File: src/rtl/timerPkg.sv
package timerPkg;
  // Control-to-datapath strobes, all valid for one clock
  typedef struct packed {
    logic countInc;    // advance the counter this cycle
    logic captureNow;  // copy count into holding register
    logic extReload;   // preload count from holding register (trigger)
    logic ovfReload;   // on wrap: 1 reload, 0 zero
    logic extSeen;     // qualified trigger edge occurred
  } tmrStrobes_t;
endpackage

File: src/rtl/pinSync.sv
module pinSync (
  input  logic clk,
  input  logic rstN,
  input  logic pinIn,
  output logic fallEdge
);
  logic stage1, stage2, prevSample;

  // Idle-high reset so no edge is seen leaving reset
  always_ff @(posedge clk or negedge rstN) begin
    if (!rstN) begin
      stage1     <= 1'b1;
      stage2     <= 1'b1;
      prevSample <= 1'b1;
    end else begin
      stage1     <= pinIn;
      stage2     <= stage1;
      prevSample <= stage2;
    end
  end

  assign fallEdge = prevSample & ~stage2;
endmodule

File: src/rtl/tmrCtrl.sv
module tmrCtrl
  import timerPkg::*;
#(
  parameter int PRESCALE = 12
) (
  input  logic        clk,
  input  logic        rstN,
  input  logic        runEn,
  input  logic        countSel,
  input  logic        capSel,
  input  logic        extEn,
  input  logic        txClkOvr,
  input  logic        rxClkOvr,
  input  logic        trigPin,
  input  logic        evtPin,
  output tmrStrobes_t strb
);
  localparam int PRE_W = (PRESCALE > 1) ? $clog2(PRESCALE) : 1;
  localparam logic [PRE_W-1:0] PRE_LAST = PRE_W'(PRESCALE - 1);

  logic [PRE_W-1:0] preCnt;
  logic             tickNow;
  logic             trigFall, evtFall;
  logic             baudOvr;

  pinSync u_trigSync (.clk(clk), .rstN(rstN), .pinIn(trigPin), .fallEdge(trigFall));
  pinSync u_evtSync  (.clk(clk), .rstN(rstN), .pinIn(evtPin),  .fallEdge(evtFall));

  // Prescaler restarts while stopped so the first tick is a full period away
  always_ff @(posedge clk or negedge rstN) begin
    if (!rstN)                 preCnt <= '0;
    else if (!runEn)           preCnt <= '0;
    else if (preCnt == PRE_LAST) preCnt <= '0;
    else                       preCnt <= preCnt + 1'b1;
  end

  assign tickNow = runEn && (preCnt == PRE_LAST);
  assign baudOvr = txClkOvr | rxClkOvr;

  always_comb begin
    strb            = '0;
    strb.countInc   = runEn & (countSel ? evtFall : tickNow);
    strb.extSeen    = extEn & trigFall;
    strb.captureNow = strb.extSeen & capSel & ~baudOvr;
    strb.extReload  = strb.extSeen & ~capSel & ~baudOvr;
    strb.ovfReload  = baudOvr | ~capSel;
  end
endmodule

File: src/rtl/tmrDatapath.sv
module tmrDatapath
  import timerPkg::*;
#(
  parameter int CNT_W = 16
) (
  input  logic             clk,
  input  logic             rstN,
  input  tmrStrobes_t      strb,
  input  logic             crWrEn,
  input  logic [CNT_W-1:0] crWrData,
  input  logic             ovfClr,
  input  logic             extClr,
  output logic [CNT_W-1:0] cnt,
  output logic [CNT_W-1:0] crVal,
  output logic             ovfFlag,
  output logic             extFlag
);
  localparam logic [CNT_W-1:0] CNT_MAX = '1;

  logic wrapNow;
  assign wrapNow = strb.countInc && (cnt == CNT_MAX);

  always_ff @(posedge clk or negedge rstN) begin
    if (!rstN)                cnt <= '0;
    else if (strb.extReload)  cnt <= crVal;
    else if (wrapNow)         cnt <= strb.ovfReload ? crVal : '0;
    else if (strb.countInc)   cnt <= cnt + 1'b1;
  end

  always_ff @(posedge clk or negedge rstN) begin
    if (!rstN)                crVal <= '0;
    else if (strb.captureNow) crVal <= cnt;
    else if (crWrEn)          crVal <= crWrData;
  end

  always_ff @(posedge clk or negedge rstN) begin
    if (!rstN) begin
      ovfFlag <= 1'b0;
      extFlag <= 1'b0;
    end else begin
      ovfFlag <= wrapNow | (ovfFlag & ~ovfClr);
      extFlag <= strb.extSeen | (extFlag & ~extClr);
    end
  end
endmodule

File: src/rtl/capReloadTimer.sv
module capReloadTimer
  import timerPkg::*;
#(
  parameter int CNT_W    = 16,
  parameter int PRESCALE = 12
) (
  input  logic             clk,
  input  logic             rstN,
  input  logic             runEn,
  input  logic             countSel,
  input  logic             capSel,
  input  logic             extEn,
  input  logic             txClkOvr,
  input  logic             rxClkOvr,
  input  logic             trigPin,
  input  logic             evtPin,
  input  logic             crWrEn,
  input  logic [CNT_W-1:0] crWrData,
  input  logic             ovfClr,
  input  logic             extClr,
  output logic [CNT_W-1:0] countVal,
  output logic [CNT_W-1:0] capVal,
  output logic             ovfFlag,
  output logic             extFlag
);
  tmrStrobes_t strb;

  tmrCtrl #(.PRESCALE(PRESCALE)) u_ctrl (
    .clk(clk), .rstN(rstN), .runEn(runEn), .countSel(countSel),
    .capSel(capSel), .extEn(extEn), .txClkOvr(txClkOvr),
    .rxClkOvr(rxClkOvr), .trigPin(trigPin), .evtPin(evtPin), .strb(strb)
  );

  tmrDatapath #(.CNT_W(CNT_W)) u_dp (
    .clk(clk), .rstN(rstN), .strb(strb), .crWrEn(crWrEn),
    .crWrData(crWrData), .ovfClr(ovfClr), .extClr(extClr),
    .cnt(countVal), .crVal(capVal), .ovfFlag(ovfFlag), .extFlag(extFlag)
  );
endmodule

File: config.mk
export PLATFORM = sky130hd
export DESIGN_NAME = capReloadTimer
export DESIGN_NICKNAME = d
export VERILOG_FILES = /design/src/rtl/timerPkg.sv /design/src/rtl/pinSync.sv /design/src/rtl/tmrCtrl.sv /design/src/rtl/tmrDatapath.sv /design/src/rtl/capReloadTimer.sv
export SDC_FILE = /design/constraint.sdc
export NUM_CORES = 1
export LEC_CHECK = 0
export ABC_AREA = 1
export BUFFER_PORTS_ARGS = -buffer_cell sky130_fd_sc_hd__buf_2
export CAP_MARGIN = 5
export CORE_ASPECT_RATIO = 0.5
export CORE_UTILIZATION = 55
export CTS_CLUSTER_DIAMETER = 60
export DETAILED_ROUTE_END_ITERATION = 8
export GPL_TIMING_DRIVEN = 0
export PLACE_DENSITY_LB_ADDON = 0.25
export SETUP_SLACK_MARGIN = 0.2
export SLEW_MARGIN = 20
export SYNTH_ARGS = -nofsm -noshare
export SYNTH_HDL_FRONTEND = slang
export SYNTH_SLANG_ARGS = --single-unit
File: constraint.sdc
create_clock -name clk -period 4.2 [get_ports clk]
set_input_delay 0.84 -clock clk [delete_from_list [all_inputs] [get_ports clk]]
set_output_delay 0.84 -clock clk [all_outputs]
set_load 0.005 [all_outputs]
**Yosys cells after proc, flatten, opt, wreduce, memory -nomap -nowiden**

Index checks and enable logic that the tools add are counted.
W data, S select, Z words.

- Flip-flop bits (word level): 44
- Bits of input ports: 29
- Output and inout port bits: 34
- Logic and storage cells: 48

- $add $sub $neg: 2
- Equal/unequal tests: 2
- Muxes and demuxes: 9
- Bitwise gates (word level): 20
- Reductions and logical operators: 4

Operators by type and width:

| kind | count |
|---|---|
| $mux W16 | 6 |
| $add A16 B1 Y16 const B | 1 |
| $eq A16 B16 Y1 const B | 1 |
| $and A1 B1 Y1 | 10 |
| $mux W4 | 2 |
| $not A1 Y1 | 6 |
| $add A4 B1 Y4 const B | 1 |
| $eq A4 B4 Y1 const B | 1 |
| $or A1 B1 Y1 | 4 |
| $reduce_bool A3 Y1 | 1 |
| $logic_and A1 B1 Y1 | 2 |
| $reduce_bool A2 Y1 | 1 |
| $mux W1 | 1 |

**Depth between registers and ports, before layout**

- Depth in word-level cells: 7
- Mapped depth: 13
- Gate-level depth less buffers: 13

**Cells and area by module**

A second synthesis with hierarchy kept.

- Cell total of the unflattened synthesis: 369
- Area, all modules: 2,636.3 um^2

By module, submodules not included:

| module | times used | cells an instance | area an instance (um^2) | sequential area each (um^2) |
|---|---|---|---|---|
| tmrDatapath | 1 | 330 | 2,235.9 | 850.8 |
| tmrCtrl | 1 | 29 | 222.7 | 100.1 |
| pinSync | 2 | 5 | 88.8 | 78.8 |

**Least setup slack after synthesis**

Ideal clock, no wire load.

- Path kind: input -> register
- Start: in extEn
- End: reg u_dp.cnt[1]
- Library setup time: 0.120 ns
- Arrival: 1.758 ns
- Required time: 4.080 ns
- Setup slack: 2.322 ns
- Cell stages on the path: 10
- Path buffers: 1
- Cells stage by stage: nand2_1 > nor2_4 > nand3_4 > inv_2 > nor2_2 > inv_2 > buf_2 > nand2_1 > clkinv_1 > a21oi_1

- Longest elaborated chain between the ends: 4
- Elaborated cells on any way between the ends: 5
- Those cells by class: mux (1); bitwise (3); reduce/logical (1)

RTL lines:

| item | line | text |
|---|---|---|
| start, declared | capReloadTimer.sv:12 | `input logic extEn,` |
| $and A1 B1 Y1 (*) | tmrCtrl.sv:43 | `strb.extSeen = extEn & trigFall;` |
| $and A1 B1 Y1 (*) (2 in a row) | tmrCtrl.sv:45 | `strb.extReload = strb.extSeen & ~capSel & ~baudOvr;` |
| $reduce_bool A3 Y1 (no source line) / $mux W16 (equally long branches) | -- |  |
| end signal, assigned | tmrDatapath.sv:25 | `else if (strb.extReload) cnt <= crVal;` |
| end signal, assigned | tmrDatapath.sv:26 | `else if (wrapNow) cnt <= strb.ovfReload ? crVal : '0;` |
| end signal, assigned | tmrDatapath.sv:27 | `else if (strb.countInc) cnt <= cnt + 1'b1;` |
| end, declared | tmrDatapath.sv:13 | `output logic [CNT_W-1:0] cnt,` |

Mark *: on every way between the ends. The rest lies on a longest branch, timed or not.
A chain may end at the register's enable or synchronous reset.

**Final worst setup path**

- Start: in extEn
- End: reg u_dp.cnt[0]

The elaborated chain is that of the path after synthesis.

==> results.json <==
{
  "status": "finished, final reports clean",
  "final_cells": 496,
  "worstPathMaxFanout": 10,
  "grt_max_degree": 45,
  "finalSetupViolCount": 0,
  "areaGrowthSynthToFinish_pct": 19.9,
  "viasPerCell": 5.43,
  "postCtsSetupBuffers": 0,
  "drv_cap": 0,
  "fin_crit_sh_pct": 47.7,
  "reg2reg_to": "u_dp.cnt[0]",
  "initialDrtViolationCount": 209,
  "yosysSeqAreaShare_pct": 41.8,
  "switching_share_pct": 37.5,
  "power_density_mw_per_mm2": 426,
  "wl_mm": 7.33,
  "synth.top_cells.by_area": "dfrtp_1 (36%), nand2_1 (16%), nand3_1 (12%), dfstp_2 (5.9%), inv_1 (4.0%)",
  "clock_skew_ns": 0.00925,
  "clockBufferDepth": 2,
  "fin_crit_ns": 2.00,
  "grt_pass1_wl_mm": 12.0,
  "synth_mux_area_share_pct": 0,
  "rsz0062_at_grt": "no",
  "setup.worst_path.start": "extEn",
  "async_flop_share_pct": 100,
  "portBuffers": 61,
  "num_antenna_cells": 0,
  "dp.cells": 487,
  "synth_area_mm2": 0.00265,
  "cp-start-kind": "input port",
  "seqPwrFrac_pct": 43.1,
  "synth-edff-count": 0,
  "start_util_pct": 58.8,
  "reg2reg_slack_ns": 2.23,
  "clockPowerShare_pct": 24.4,
  "clock_sink_count": 44,
  "postPlaceCellArea_mm2": 0.00304,
  "switchingPower_w": 0.000509,
  "synth_top_family_by_area": "simple AND/OR/NAND/NOR gates",
  "syn_nets": 391,
  "n_fill_cell": 380,
  "reg2regPathDepth": 9,
  "top_layer_used": "met4",
  "antenna_found_initial": 0,
  "hpwl_mm": 5.30,
  "post-route-cell-area_mm2": 0.00318,
  "gp_congestion": 0.903,
  "rows": 17,
  "met1_length_mm": 3.35,
  "synthFlopType": "dfrtp_1",
  "coreArea_mm2": 0.00451,
  "cp_data_arrival_time_ns": 2.25,
  "ys_ff_latch": 44,
  "setup_tns_ns": 0,
  "ctsResizeCount": 0,
  "grt_usage_pct": 31.1,
  "synth_simple_gate_area_share_pct": 41.0,
  "r2r_start": "u_ctrl.preCnt[0]",
  "drive_gt1_share_pct": 25.3,
  "synth_top_area_share_pct": 35.8,
  "drtAntennaViolNets": 0,
  "min_path_type": "reg -> reg",
  "synth_xor_area_share_pct": 1.98,
  "max-vdd-ir-drop_mv": 0.202,
  "endpoint": "u_dp.cnt[0]",
  "dieArea_mm2": 0.00512,
  "fmax_mhz": 499,
  "yosysWarnings": 0,
  "clk_pin_slew_worst_paths_ns": 0.09,
  "wl_met3_um": 703,
  "syn_inst": 360,
  "drt_first_pass_iters": 6,
  "slew_headroom_pct": 60.9,
  "num_vias": 2695,
  "avgSynthCellArea_um2": 7.37,
  "drv_slew": 0,
  "cts-root-buf": "clkbuf_8",
  "tightest_slew_ns": 0.587,
  "met2WireLength_mm": 3.25,
  "cts_made_buffers": 5,
  "clk_latency_ns": 0.30,
  "critical_path_class": "in -> reg",
  "drc": 0,
  "io_pins": 63,
  "required_ns": 4.44,
  "ys_top_cells_by_count": "nand2_1 (110), nand3_1 (62), dfrtp_1 (38)",
  "min_from": "u_ctrl.u_trigSync.stage1",
  "synth_top_cell_by_area": "dfrtp_1",
  "cts_tree": "done",
  "synth_compound_gate_area_share_pct": 6.23,
  "die_h_um": 51.1,
  "die_x_um": 100,
  "crit_path_end_kind": "register",
  "htreeDepth": 2,
  "hold_violations": 0,
  "holdBufCountCts": 0,
  "fin_nets": 460,
  "synth_cell_types": 28,
  "detail_route.wl_per_cell_um": 14.8,
  "synth_fa_ha_area_share_pct": 0.943,
  "p_int_w": 0.000847,
  "leakage_nw": 1.62,
  "yosys.cell_count.top_type": "nand2_1",
  "first_global_vias": 2522,
  "grt_overflow_total": 0,
  "power.share.combinational_pct": 32.5
}
-- through the flow --
step	util (%)	hold slack [ns]	total power, W	worst slack (ns)
after floorplan	-	0.345	0.000855	2.32
after global placement	67.4	0.348	0.00100	1.98
after detailed placement	67.4	0.349	0.00102	1.94
after CTS	69.9	0.362	0.00135	2.23
after global routing	70.5	0.363	0.00144	2.03
final	70.5	0.360	0.00136	2.20
-- sequential cells by signal, indices dropped and copies added (netlist names) --
register                      cells
u_ctrl.u_evtSync.stage2           1
u_ctrl.u_trigSync.stage2          1
u_dp.cnt                         16
u_dp.crVal                       16
u_dp.ovfFlag                      1
u_ctrl.u_evtSync.prevSample       1
u_ctrl.u_trigSync.prevSample      1
u_dp.extFlag                      1
u_ctrl.preCnt                     4
u_ctrl.u_evtSync.stage1           1
u_ctrl.u_trigSync.stage1          1
-- layer usage --
metal	vias up	track usage, %
met3	4	9.85
met5	-	0
met4	0	10.1
met2	124	46.8
li1	1311	-
met1	1256	42.7
-- critical path: stages --
cell and delay [ns]:
buf_2 0.10, nand2_1 0.12, nor2_4 0.07, nand3_4 0.12, inv_2 0.13, nor2_2 0.22
clkbuf_1 0.41, nand2_1 0.14, nand2_1 0.09
-- logic make-up (layout without fill, tap and decap cells) --
group | Yosys count | after routing
DFF | 44 | 44
AOI/OAI and AO/OA | 25 | 25
buffers and inverters | 53 | 123
xor gates and xnor gates | 6 | 6
adders and majority gates | 2 | 2
and+or+nand+nor | 230 | 230
-- power by group through the flow --
stage	clock (W)	sequential [W]	combinational, W
2_1_floorplan	0	0.000575	0.000281
3_3_place_gp	0	0.000586	0.000419
3_5_place_dp	0	0.000589	0.000429
4_1_cts	0.000335	0.000581	0.000432
5_1_grt	0.000352	0.000594	0.000495
6_report	0.000330	0.000584	0.000441
-- cell type report --
type	instances	area, µm²	area share (%)
clock inverter	3	42.5	1.34
multi-input combinational	263	1330	41.8
timing repair buffer	62	333	10.5
inverter	39	146	4.60
sequential	44	1110	34.9
buffer	14	67.6	2.13
clock buffer	5	68.8	2.16
tap	66	82.6	2.60
-- worst min-delay path by stage --
stage	slack [ns]	end	cells after the start
after floorplan	0.35	u_ctrl.u_evtSync.stage2	0
after global placement	0.35	u_ctrl.u_trigSync.stage2	0
after detailed placement	0.35	u_ctrl.u_trigSync.stage2	0
after CTS	0.36	u_ctrl.u_trigSync.stage2	0
after global routing	0.36	u_ctrl.u_trigSync.stage2	0
final	0.36	u_ctrl.u_trigSync.stage2	0
-- layout by cell type, fill, tap and decap left out, types with 4 or more instances in the layout --
master / netlist / layout
nor2_4: 8 / 8
a21oi_1: 5 / 5
nand2_2: 6 / 6
inv_1: 28 / 28
nor2_1: 28 / 28
o221ai_1: 5 / 5
o21ai_0: 4 / 4
dfstp_2: 6 / 6
xor2_1: 4 / 4
buf_2: 6 / 67
nand2_1: 110 / 110
o211ai_1: 8 / 8
clkinv_1: 6 / 6
clkbuf_1: 5 / 5
dfrtp_1: 38 / 38
inv_2: 5 / 5
nand4_1: 9 / 9
clkbuf_8: 0 / 5
nand3_1: 62 / 62
Note: power is estimated with default switching activity, not from simulation.
